==> src/rtl/iq_stream_pkg.sv <==
package iq_stream_pkg;

  localparam int WORD_W = 16;

  typedef enum logic [1:0] {
    MODE_RSV0 = 2'd0,
    MODE_I    = 2'd1,
    MODE_RSV2 = 2'd2,
    MODE_IQ   = 2'd3
  } smode_e;

  // a code that actually selects sample bits
  function automatic logic mode_is_valid(input logic [1:0] m);
    return (smode_e'(m) == MODE_I) || (smode_e'(m) == MODE_IQ);
  endfunction

  // bits appended per sample strobe
  function automatic logic [2:0] bits_per_sample(input logic [1:0] m);
    case (smode_e'(m))
      MODE_I:  return 3'd2;
      MODE_IQ: return 3'd4;
      default: return 3'd0;
    endcase
  endfunction

  // shift the new sample bits in at the bottom; first bit in leaves first
  function automatic logic [WORD_W-1:0] pack_append(input logic [WORD_W-1:0] acc,
                                                    input logic [1:0] m,
                                                    input logic [1:0] ib,
                                                    input logic [1:0] qb);
    if (smode_e'(m) == MODE_IQ) return {acc[WORD_W-5:0], ib, qb};
    return {acc[WORD_W-3:0], ib};
  endfunction

endpackage

==> src/rtl/iq_cmd_ctrl.sv <==
module iq_cmd_ctrl (
  input  logic clk,
  input  logic rst_n,
  input  logic if_en,
  input  logic start_cmd,
  input  logic stop_cmd,
  output logic start_rise,
  output logic stop_rise,
  output logic active_nxt,
  output logic active_q
);
  logic start_q, stop_q;

  assign start_rise = start_cmd & ~start_q;
  assign stop_rise  = stop_cmd & ~stop_q;

  always_comb begin
    if (!if_en || stop_rise) active_nxt = 1'b0;
    else if (start_rise)     active_nxt = 1'b1;
    else                     active_nxt = active_q;
  end

  always_ff @(posedge clk or negedge rst_n) begin
    if (!rst_n) begin
      start_q  <= 1'b0;
      stop_q   <= 1'b0;
      active_q <= 1'b0;
    end else begin
      start_q  <= start_cmd;
      stop_q   <= stop_cmd;
      active_q <= active_nxt;
    end
  end
endmodule

==> src/rtl/iq_packer.sv <==
module iq_packer
  import iq_stream_pkg::*;
#(
  parameter int WW = WORD_W
) (
  input  logic          clk,
  input  logic          rst_n,
  input  logic          clr,
  input  logic [1:0]    mode,
  input  logic          samp_vld,
  input  logic [1:0]    i_bits,
  input  logic [1:0]    q_bits,
  input  logic          take,
  output logic          hold_vld,
  output logic [WW-1:0] hold_word,
  output logic          pack_done
);
  localparam int FILL_W = $clog2(WW) + 1;

  logic [1:0]        mode_q;
  logic [WW-1:0]     acc, acc_nxt;
  logic [FILL_W-1:0] fill, fill_base, fill_sum;
  logic              pack_fire;

  assign fill_base = (mode != mode_q) ? '0 : fill;
  assign pack_fire = samp_vld & mode_is_valid(mode) & ~clr;
  assign fill_sum  = fill_base + FILL_W'(bits_per_sample(mode));
  assign acc_nxt   = pack_append(acc, mode, i_bits, q_bits);
  assign pack_done = pack_fire && (fill_sum == FILL_W'(WW));

  always_ff @(posedge clk or negedge rst_n) begin
    if (!rst_n) begin
      mode_q    <= 2'd0;
      acc       <= '0;
      fill      <= '0;
      hold_vld  <= 1'b0;
      hold_word <= '0;
    end else begin
      mode_q <= mode;
      if (clr) begin
        fill     <= '0;
        hold_vld <= 1'b0;
      end else begin
        if (pack_fire) begin
          acc  <= acc_nxt;
          fill <= pack_done ? '0 : fill_sum;
        end else begin
          fill <= fill_base;
        end
        if (pack_done) begin
          hold_vld  <= 1'b1;
          hold_word <= acc_nxt;
        end else if (take) begin
          hold_vld <= 1'b0;
        end
      end
    end
  end
endmodule

==> src/rtl/iq_frame_ser.sv <==
module iq_frame_ser
  import iq_stream_pkg::*;
#(
  parameter int WW          = WORD_W,
  parameter int FRAME_WORDS = 8,
  parameter int FNUM_W      = 16
) (
  input  logic          clk,
  input  logic          rst_n,
  input  logic          clr_stream,
  input  logic          clr_cnt,
  input  logic          fnum_en,
  input  logic          dsync_en,
  input  logic          hold_vld,
  input  logic [WW-1:0] hold_word,
  output logic          take,
  output logic          word_load,
  output logic          ser_clk,
  output logic          ser_dat,
  output logic          dsync,
  output logic          fsync
);
  localparam int REM_W  = $clog2(WW);
  localparam int WIDX_W = (FRAME_WORDS > 1) ? $clog2(FRAME_WORDS) : 1;
  localparam logic [WIDX_W-1:0] LAST_IDX = WIDX_W'(FRAME_WORDS - 1);

  logic [REM_W-1:0]  rem;
  logic [WW-1:0]     sh, fnum_word, word_sel;
  logic [WIDX_W-1:0] widx;
  logic [FNUM_W-1:0] fnum;
  logic              clr, shifting, at_head, insert;

  assign clr       = clr_stream | clr_cnt;
  assign shifting  = (rem != '0);
  assign at_head   = (widx == '0);
  assign insert    = at_head & fnum_en;
  assign word_load = ~clr & ~shifting & (insert | hold_vld);
  assign take      = word_load & ~insert;

  always_comb begin
    fnum_word = '0;
    fnum_word[FNUM_W-1:0] = fnum;
  end

  assign word_sel = insert ? fnum_word : hold_word;

  always_ff @(posedge clk or negedge rst_n) begin
    if (!rst_n) begin
      rem     <= '0;
      sh      <= '0;
      widx    <= '0;
      fnum    <= '0;
      ser_clk <= 1'b0;
      ser_dat <= 1'b0;
      dsync   <= 1'b0;
      fsync   <= 1'b0;
    end else if (clr) begin
      rem     <= '0;
      widx    <= '0;
      ser_clk <= 1'b0;
      ser_dat <= 1'b0;
      dsync   <= 1'b0;
      fsync   <= 1'b0;
      if (clr_cnt) fnum <= '0;
    end else if (shifting) begin
      ser_clk <= 1'b1;
      ser_dat <= sh[WW-1];
      sh      <= sh << 1;
      rem     <= rem - 1'b1;
      dsync   <= 1'b0;
      fsync   <= 1'b0;
    end else if (word_load) begin
      ser_clk <= 1'b1;
      ser_dat <= word_sel[WW-1];
      sh      <= word_sel << 1;
      rem     <= REM_W'(WW - 1);
      dsync   <= dsync_en;
      fsync   <= at_head;
      if (widx == LAST_IDX) begin
        widx <= '0;
        fnum <= fnum + 1'b1;
      end else begin
        widx <= widx + 1'b1;
      end
    end else begin
      ser_clk <= 1'b0;
      ser_dat <= 1'b0;
      dsync   <= 1'b0;
      fsync   <= 1'b0;
    end
  end
endmodule

==> src/rtl/iq_tsync_gen.sv <==
module iq_tsync_gen #(
  parameter int TSYNC_PERIOD = 1000
) (
  input  logic clk,
  input  logic rst_n,
  input  logic if_en,
  input  logic cnt_rst,
  input  logic samp_vld,
  input  logic tsync_en,
  input  logic active_nxt,
  output logic tick,
  output logic tsync
);
  localparam int TC_W = (TSYNC_PERIOD > 1) ? $clog2(TSYNC_PERIOD) : 1;
  localparam logic [TC_W-1:0] TC_LAST = TC_W'(TSYNC_PERIOD - 1);

  logic [TC_W-1:0] tcnt;

  assign tick = if_en & ~cnt_rst & samp_vld & (tcnt == TC_LAST);

  always_ff @(posedge clk or negedge rst_n) begin
    if (!rst_n) begin
      tcnt  <= '0;
      tsync <= 1'b0;
    end else begin
      if (!if_en || cnt_rst) tcnt <= '0;
      else if (samp_vld)     tcnt <= tick ? '0 : tcnt + 1'b1;
      tsync <= tick & (tsync_en | active_nxt);
    end
  end
endmodule

==> src/rtl/iq_stream_ser.sv <==
module iq_stream_ser
  import iq_stream_pkg::*;
#(
  parameter int FRAME_WORDS  = 8,
  parameter int TSYNC_PERIOD = 1000,
  parameter int FNUM_W       = 16
) (
  input  logic       clk,
  input  logic       rst_n,
  input  logic       if_en,
  input  logic       start_cmd,
  input  logic       stop_cmd,
  input  logic [1:0] mode,
  input  logic       fnum_en,
  input  logic       tsync_en,
  input  logic       dsync_en,
  input  logic       cnt_rst,
  input  logic       samp_vld,
  input  logic [1:0] i_bits,
  input  logic [1:0] q_bits,
  output logic       ser_clk,
  output logic       ser_dat,
  output logic       dsync,
  output logic       fsync,
  output logic       tsync
);
  logic              start_rise, stop_rise, active_nxt, stream_active;
  logic              pack_done, hold_vld, take, word_load, ts_tick;
  logic [WORD_W-1:0] hold_word;

  iq_cmd_ctrl u_cmd (
    .clk        (clk),
    .rst_n      (rst_n),
    .if_en      (if_en),
    .start_cmd  (start_cmd),
    .stop_cmd   (stop_cmd),
    .start_rise (start_rise),
    .stop_rise  (stop_rise),
    .active_nxt (active_nxt),
    .active_q   (stream_active)
  );

  iq_packer #(.WW(WORD_W)) u_pack (
    .clk       (clk),
    .rst_n     (rst_n),
    .clr       (~active_nxt | cnt_rst),
    .mode      (mode),
    .samp_vld  (samp_vld),
    .i_bits    (i_bits),
    .q_bits    (q_bits),
    .take      (take),
    .hold_vld  (hold_vld),
    .hold_word (hold_word),
    .pack_done (pack_done)
  );

  iq_frame_ser #(
    .WW          (WORD_W),
    .FRAME_WORDS (FRAME_WORDS),
    .FNUM_W      (FNUM_W)
  ) u_ser (
    .clk        (clk),
    .rst_n      (rst_n),
    .clr_stream (~active_nxt),
    .clr_cnt    (cnt_rst),
    .fnum_en    (fnum_en),
    .dsync_en   (dsync_en),
    .hold_vld   (hold_vld),
    .hold_word  (hold_word),
    .take       (take),
    .word_load  (word_load),
    .ser_clk    (ser_clk),
    .ser_dat    (ser_dat),
    .dsync      (dsync),
    .fsync      (fsync)
  );

  iq_tsync_gen #(.TSYNC_PERIOD(TSYNC_PERIOD)) u_ts (
    .clk        (clk),
    .rst_n      (rst_n),
    .if_en      (if_en),
    .cnt_rst    (cnt_rst),
    .samp_vld   (samp_vld),
    .tsync_en   (tsync_en),
    .active_nxt (active_nxt),
    .tick       (ts_tick),
    .tsync      (tsync)
  );
endmodule

==> config.mk <==
export PLATFORM = sky130hd
export DESIGN_NAME = iq_stream_ser
export DESIGN_NICKNAME = d
export VERILOG_FILES = /design/src/rtl/iq_stream_pkg.sv /design/src/rtl/iq_cmd_ctrl.sv /design/src/rtl/iq_packer.sv /design/src/rtl/iq_frame_ser.sv /design/src/rtl/iq_tsync_gen.sv /design/src/rtl/iq_stream_ser.sv
export SDC_FILE = /design/constraint.sdc
export NUM_CORES = 1
export LEC_CHECK = 0
export BUFFER_PORTS_ARGS = -buffer_cell sky130_fd_sc_hd__buf_2
export CORE_ASPECT_RATIO = 0.5
export CORE_MARGIN = 2
export CORE_UTILIZATION = 35
export DETAILED_ROUTE_END_ITERATION = 10
export GPL_TIMING_DRIVEN = 0
export HOLD_SLACK_MARGIN = 0.02
export SYNTH_ARGS = -nofsm -noshare
export SYNTH_HDL_FRONTEND = slang
export SYNTH_SLANG_ARGS = --single-unit
==> constraint.sdc <==
create_clock -name clk -period 3.1 [get_ports clk]
set_input_delay 0.93 -clock clk [delete_from_list [all_inputs] [get_ports clk]]
set_output_delay 0.93 -clock clk [all_outputs]
set_load 0.02 [all_outputs]
==> results list <==
- The run finished, with violations left.
- Violated checks: setup timing
- Final WL: 10.3 mm
- Class of the tightest hold or removal check: reg2reg
- Of the total power, the share spent switching nets is 0.240.
* Aggregate negative setup slack: -2560 ps
* Synth Register Bits: 94
* Die X-Extent: 168 µm
- CTS H-Tree Depth: 3
- Overall via count from detail_route: 3342
- STA puts the critical path data arrival time at 3560 ps.
* Clock period minus final worst setup slack: 3330 ps
* Post-Syn Area per Cell: 10.7 µm²
* Vias in the first global route: 3320
* Share of final-layout standard cells stronger than drive strength 1: 0.221
* Slew headroom: 0.516
- Synthesized net count: 462
- The analysis attributes to cell leakage a power of 0.00263 µW.
* Largest net degree at the start of global routing: 62
* Seq pwr share: 0.479
- The layout has 1214 filler cells.
- Core Util, Final: 0.431
- The first routing iteration left 230 violations.
* Count of clock tree sinks: 94
- Setup repair after global routing missed its margin: true
- Total clock buffers created by CTS: 9
- The initialized floorplan defines 29 standard-cell rows.
* Placed standard-cell area: 5080 µm²
- The share of total power dissipated in combinational logic is 0.091.
- Antenna violations before repair: 0
* Clock Power Share: 0.429
- Clock tree synthesis selected as its root buffer the cell clkbuf_16.
- Max rail drop VDD: 0.000266 V
* Number of port buffers: 19
- Floorplan die height: 85.8 µm
* Total die area: 14400 µm²
* Worst-case hold slack: 480 ps
- Setup violations, final: 15
- Synthesis produced 437 cells.
- In the finished design, the share of the clock period the worst path needs comes to 1.07.
- # nets final: 505
- Proportion of register bits with asynchronous set or reset after synthesis: 1.00
* Clock edge transition at the registers on the reported setup and hold paths: 60 ps
* Global-route wire length before repair: 17.3 mm
- Number of max-cap violations: 0
- For this configuration, the core starts out at a cell density of 0.364.
- Core Footprint: 12900 µm²
- Number of buffers on the longest clock path: 2
- TritonCTS built the clock tree.
* Least setup slack across all paths after layout: -231 ps
- After detailed routing, the number of remaining DRC violations is 0.
- For this run, the number of Yosys warnings is 0.
- For this run the aggregate overflow at the end of global routing stands at 0.
* Post-synth design cell area: 4690 µm²
* Layout Cell Area excl Fill: 5560 µm²
- Num ports: 21
- Growth of design area from synthesis to finish: 18.6%
- Sw power: 659 µW
- Final number of max-transition violations: 0
- The critical path is of the in2reg type.
- CP required: 3330 ps
- Post-synthesis sequential area ratio: 0.502
- Number of distinct library cell variants in the gate-level netlist after synthesis: 53
- Endpoint type of the worst setup path: flip-flop
* Routed WL per cell: 15.8 µm
- The worst setup path is launched from a primary input.
* Total global routing track utilization: 0.154
- Peak fanout along the critical path: 3
- Multi-input logic area: 2270 µm²
* DRT antenna net count: 0
- For this run, the leading register cell type out of synthesis is dfrtp_1.
- The synthesized design contains 0 enable-type register cells.
- The repair_antennas step left the layout with diodes totalling 0.
- Final RePlAce weighted congestion: 0.786
- Power density cells: 495 nW/µm²
* Clock network latency to the later pin of the worst-skew pair: 340 ps
* Per-cell via count in the routed design: 5.11
- Transition at the pin with the smallest max-transition slack: 726 ps
- The internal portion of the total power is 2090 µW.
- Once detailed placement completed, the half-perimeter wirelength came to 7.17 mm.
- The number of hold violations in the final report came to 0.
- Total chip power: 2750 µW
- The clock arrives with 4.21 ps of skew.
- The sequential cells in the finished layout cover a total of 2350 µm².
- The pre-antenna-repair detailed-routing pass consisted of 5 iterations.
* Upper clock frequency limit: 0.300 GHz
-- state kept, by name, indices dropped and copies added (netlist names), 2 cells and up --
name,count
u_ts.tcnt,10
u_pack.fill,5
u_pack.mode_q,2
u_ser.widx,3
u_ser.rem,4
u_pack.hold_word,16
u_ser.fnum,16
u_pack.acc,14
u_ser.sh,15
-- logic make-up (layout without fill, tap and decap cells) --
family | after synthesis | after routing | synth area share
multiplexers | 55 | 55 | 0.134
adder cells (fa/ha/maj) | 9 | 9 | 0.0256
XOR/XNOR | 21 | 21 | 0.0409
AND/OR/NAND/NOR | 156 | 156 | 0.170
buffers and inverters | 33 | 80 | 0.0304
AO/OA/AOI/OAI | 69 | 69 | 0.0977
flip-flops | 94 | 94 | 0.502
-- final timing paths --
path / endpoint / slack (ps) / from / cells after the start
hold / removal: u_pack.acc[12]$_DFFE_PN0P_ / 480 / u_pack.acc[12]$_DFFE_PN0P_ / 2
setup / recovery: u_pack.hold_word[2]$_DFFE_PN0P_ / -230 / mode[0] / 13
hold reg to reg: u_pack.acc[12]$_DFFE_PN0P_ / 480 / u_pack.acc[12]$_DFFE_PN0P_ / 2
setup reg to reg: u_pack.hold_word[2]$_DFFE_PN0P_ / 60 / u_pack.mode_q[1]$_DFF_PN0_ / 11
max in group asynchronous: u_ser.fnum[7]$_DFFE_PN0P_ / 1910 / rst_n / 2
min in group asynchronous: u_ts.tcnt[9]$_DFFE_PN0P_ / 540 / rst_n / 1
-- layout by cell type, fill, tap and decap left out, types with 3 or more instances in the layout --
cell type,netlist,layout
mux2i_1,15,15
mux2_2,33,32
a21o_1,11,11
nand4_1,6,6
buf_6,2,6
inv_1,13,13
o31ai_1,7,7
ha_1,8,7
nand3b_1,3,3
dfrtp_1,94,94
nor2_1,43,42
nand2_1,36,35
a211oi_1,11,11
mux2_4,7,8
a21oi_1,7,7
nor2b_1,3,3
nand3_1,24,24
clkbuf_1,14,13
xnor2_1,17,17
nor3_1,7,7
and3_1,3,3
buf_4,0,9
and2_1,4,3
nor4_1,9,9
clkbuf_16,0,10
o21ai_0,22,22
buf_2,3,19
-- worst max-delay path, cell delays in order --
cell	delay, ps
buf_6	100
buf_8	120
xor2_4	150
nor2_4	110
and2_4	160
ha_4	130
fa_1	440
or4b_4	520
o21ai_4	170
nand4_4	150
buf_6	170
buf_6	120
mux2_4	280
-- metal layers --
layer | track usage | wire, µm
met1 | 0.220 | 5240
met3 | 0.0355 | 354
met2 | 0.234 | 4550
met5 | 0 | 0
met4 | 0.0498 | 159
-- layout make-up --
type,count,share of cell area
Timing Repair Buffer,33,0.0482
Inverter,13,0.00878
Clock inverter,6,0.0155
Multi-Input combinational cell,310,0.408
Sequential cell,94,0.423
Clock buffer,9,0.0405
Buffer,19,0.0173
Tap cell,170,0.0383
-- per-stage QoR --
| step | instances | worst slack, ps |
|---|---|---|
| after CTS | 651 | -225 |
| after detailed placement | 627 | -841 |
| after global placement | 626 | -838 |
| after floorplan | 437 | -433 |
| after global routing | 654 | -302 |
| final | 654 | -231 |
-- power groups by stage --
stage / sequential, µW / clock [µW] / combinational (µW)
2_1_floorplan: 1330 / 0 / 156
3_3_place_gp: 1340 / 0 / 232
3_5_place_dp: 1340 / 0 / 240
4_1_cts: 1320 / 1200 / 252
5_1_grt: 1320 / 1270 / 281
6_report: 1320 / 1180 / 252
-- synthesized netlist by cell type, drive strengths merged, types with 2 or more instances --
library cell	n	share of area
nand4	7	0.013
ha	8	0.021
xor2	4	0.0091
o21ai	24	0.026
nand3b	3	0.0048
nor3	7	0.0075
dfrtp	94	0.50
nand3	24	0.026
and2	4	0.0053
mux2i	15	0.032
clkbuf	14	0.011
mux2	40	0.10
xnor2	17	0.032
and3b	2	0.0037
nor2b	3	0.0040
nor2	44	0.036
o211ai	2	0.0032
nand2	36	0.029
a21o	11	0.018
nand2b	2	0.0027
o31ai	7	0.011
buf	6	0.0088
a211oi	11	0.018
a21oi	7	0.0075
and3	3	0.0040
nor4	9	0.012
nor3b	3	0.0059
inv	13	0.010
a31oi	2	0.0027
-- what timing repair did --
action / in CTS / in global routing
endpoints found under the setup margin: 18 / 17
resized for setup: 8 / 8
pin swaps: 3 / 0
setup buffers: 8 / 4
cloned: 1 / 0
hold buffers: 0 / 0
No activity file was read; power rests on OpenSTA's default activity.
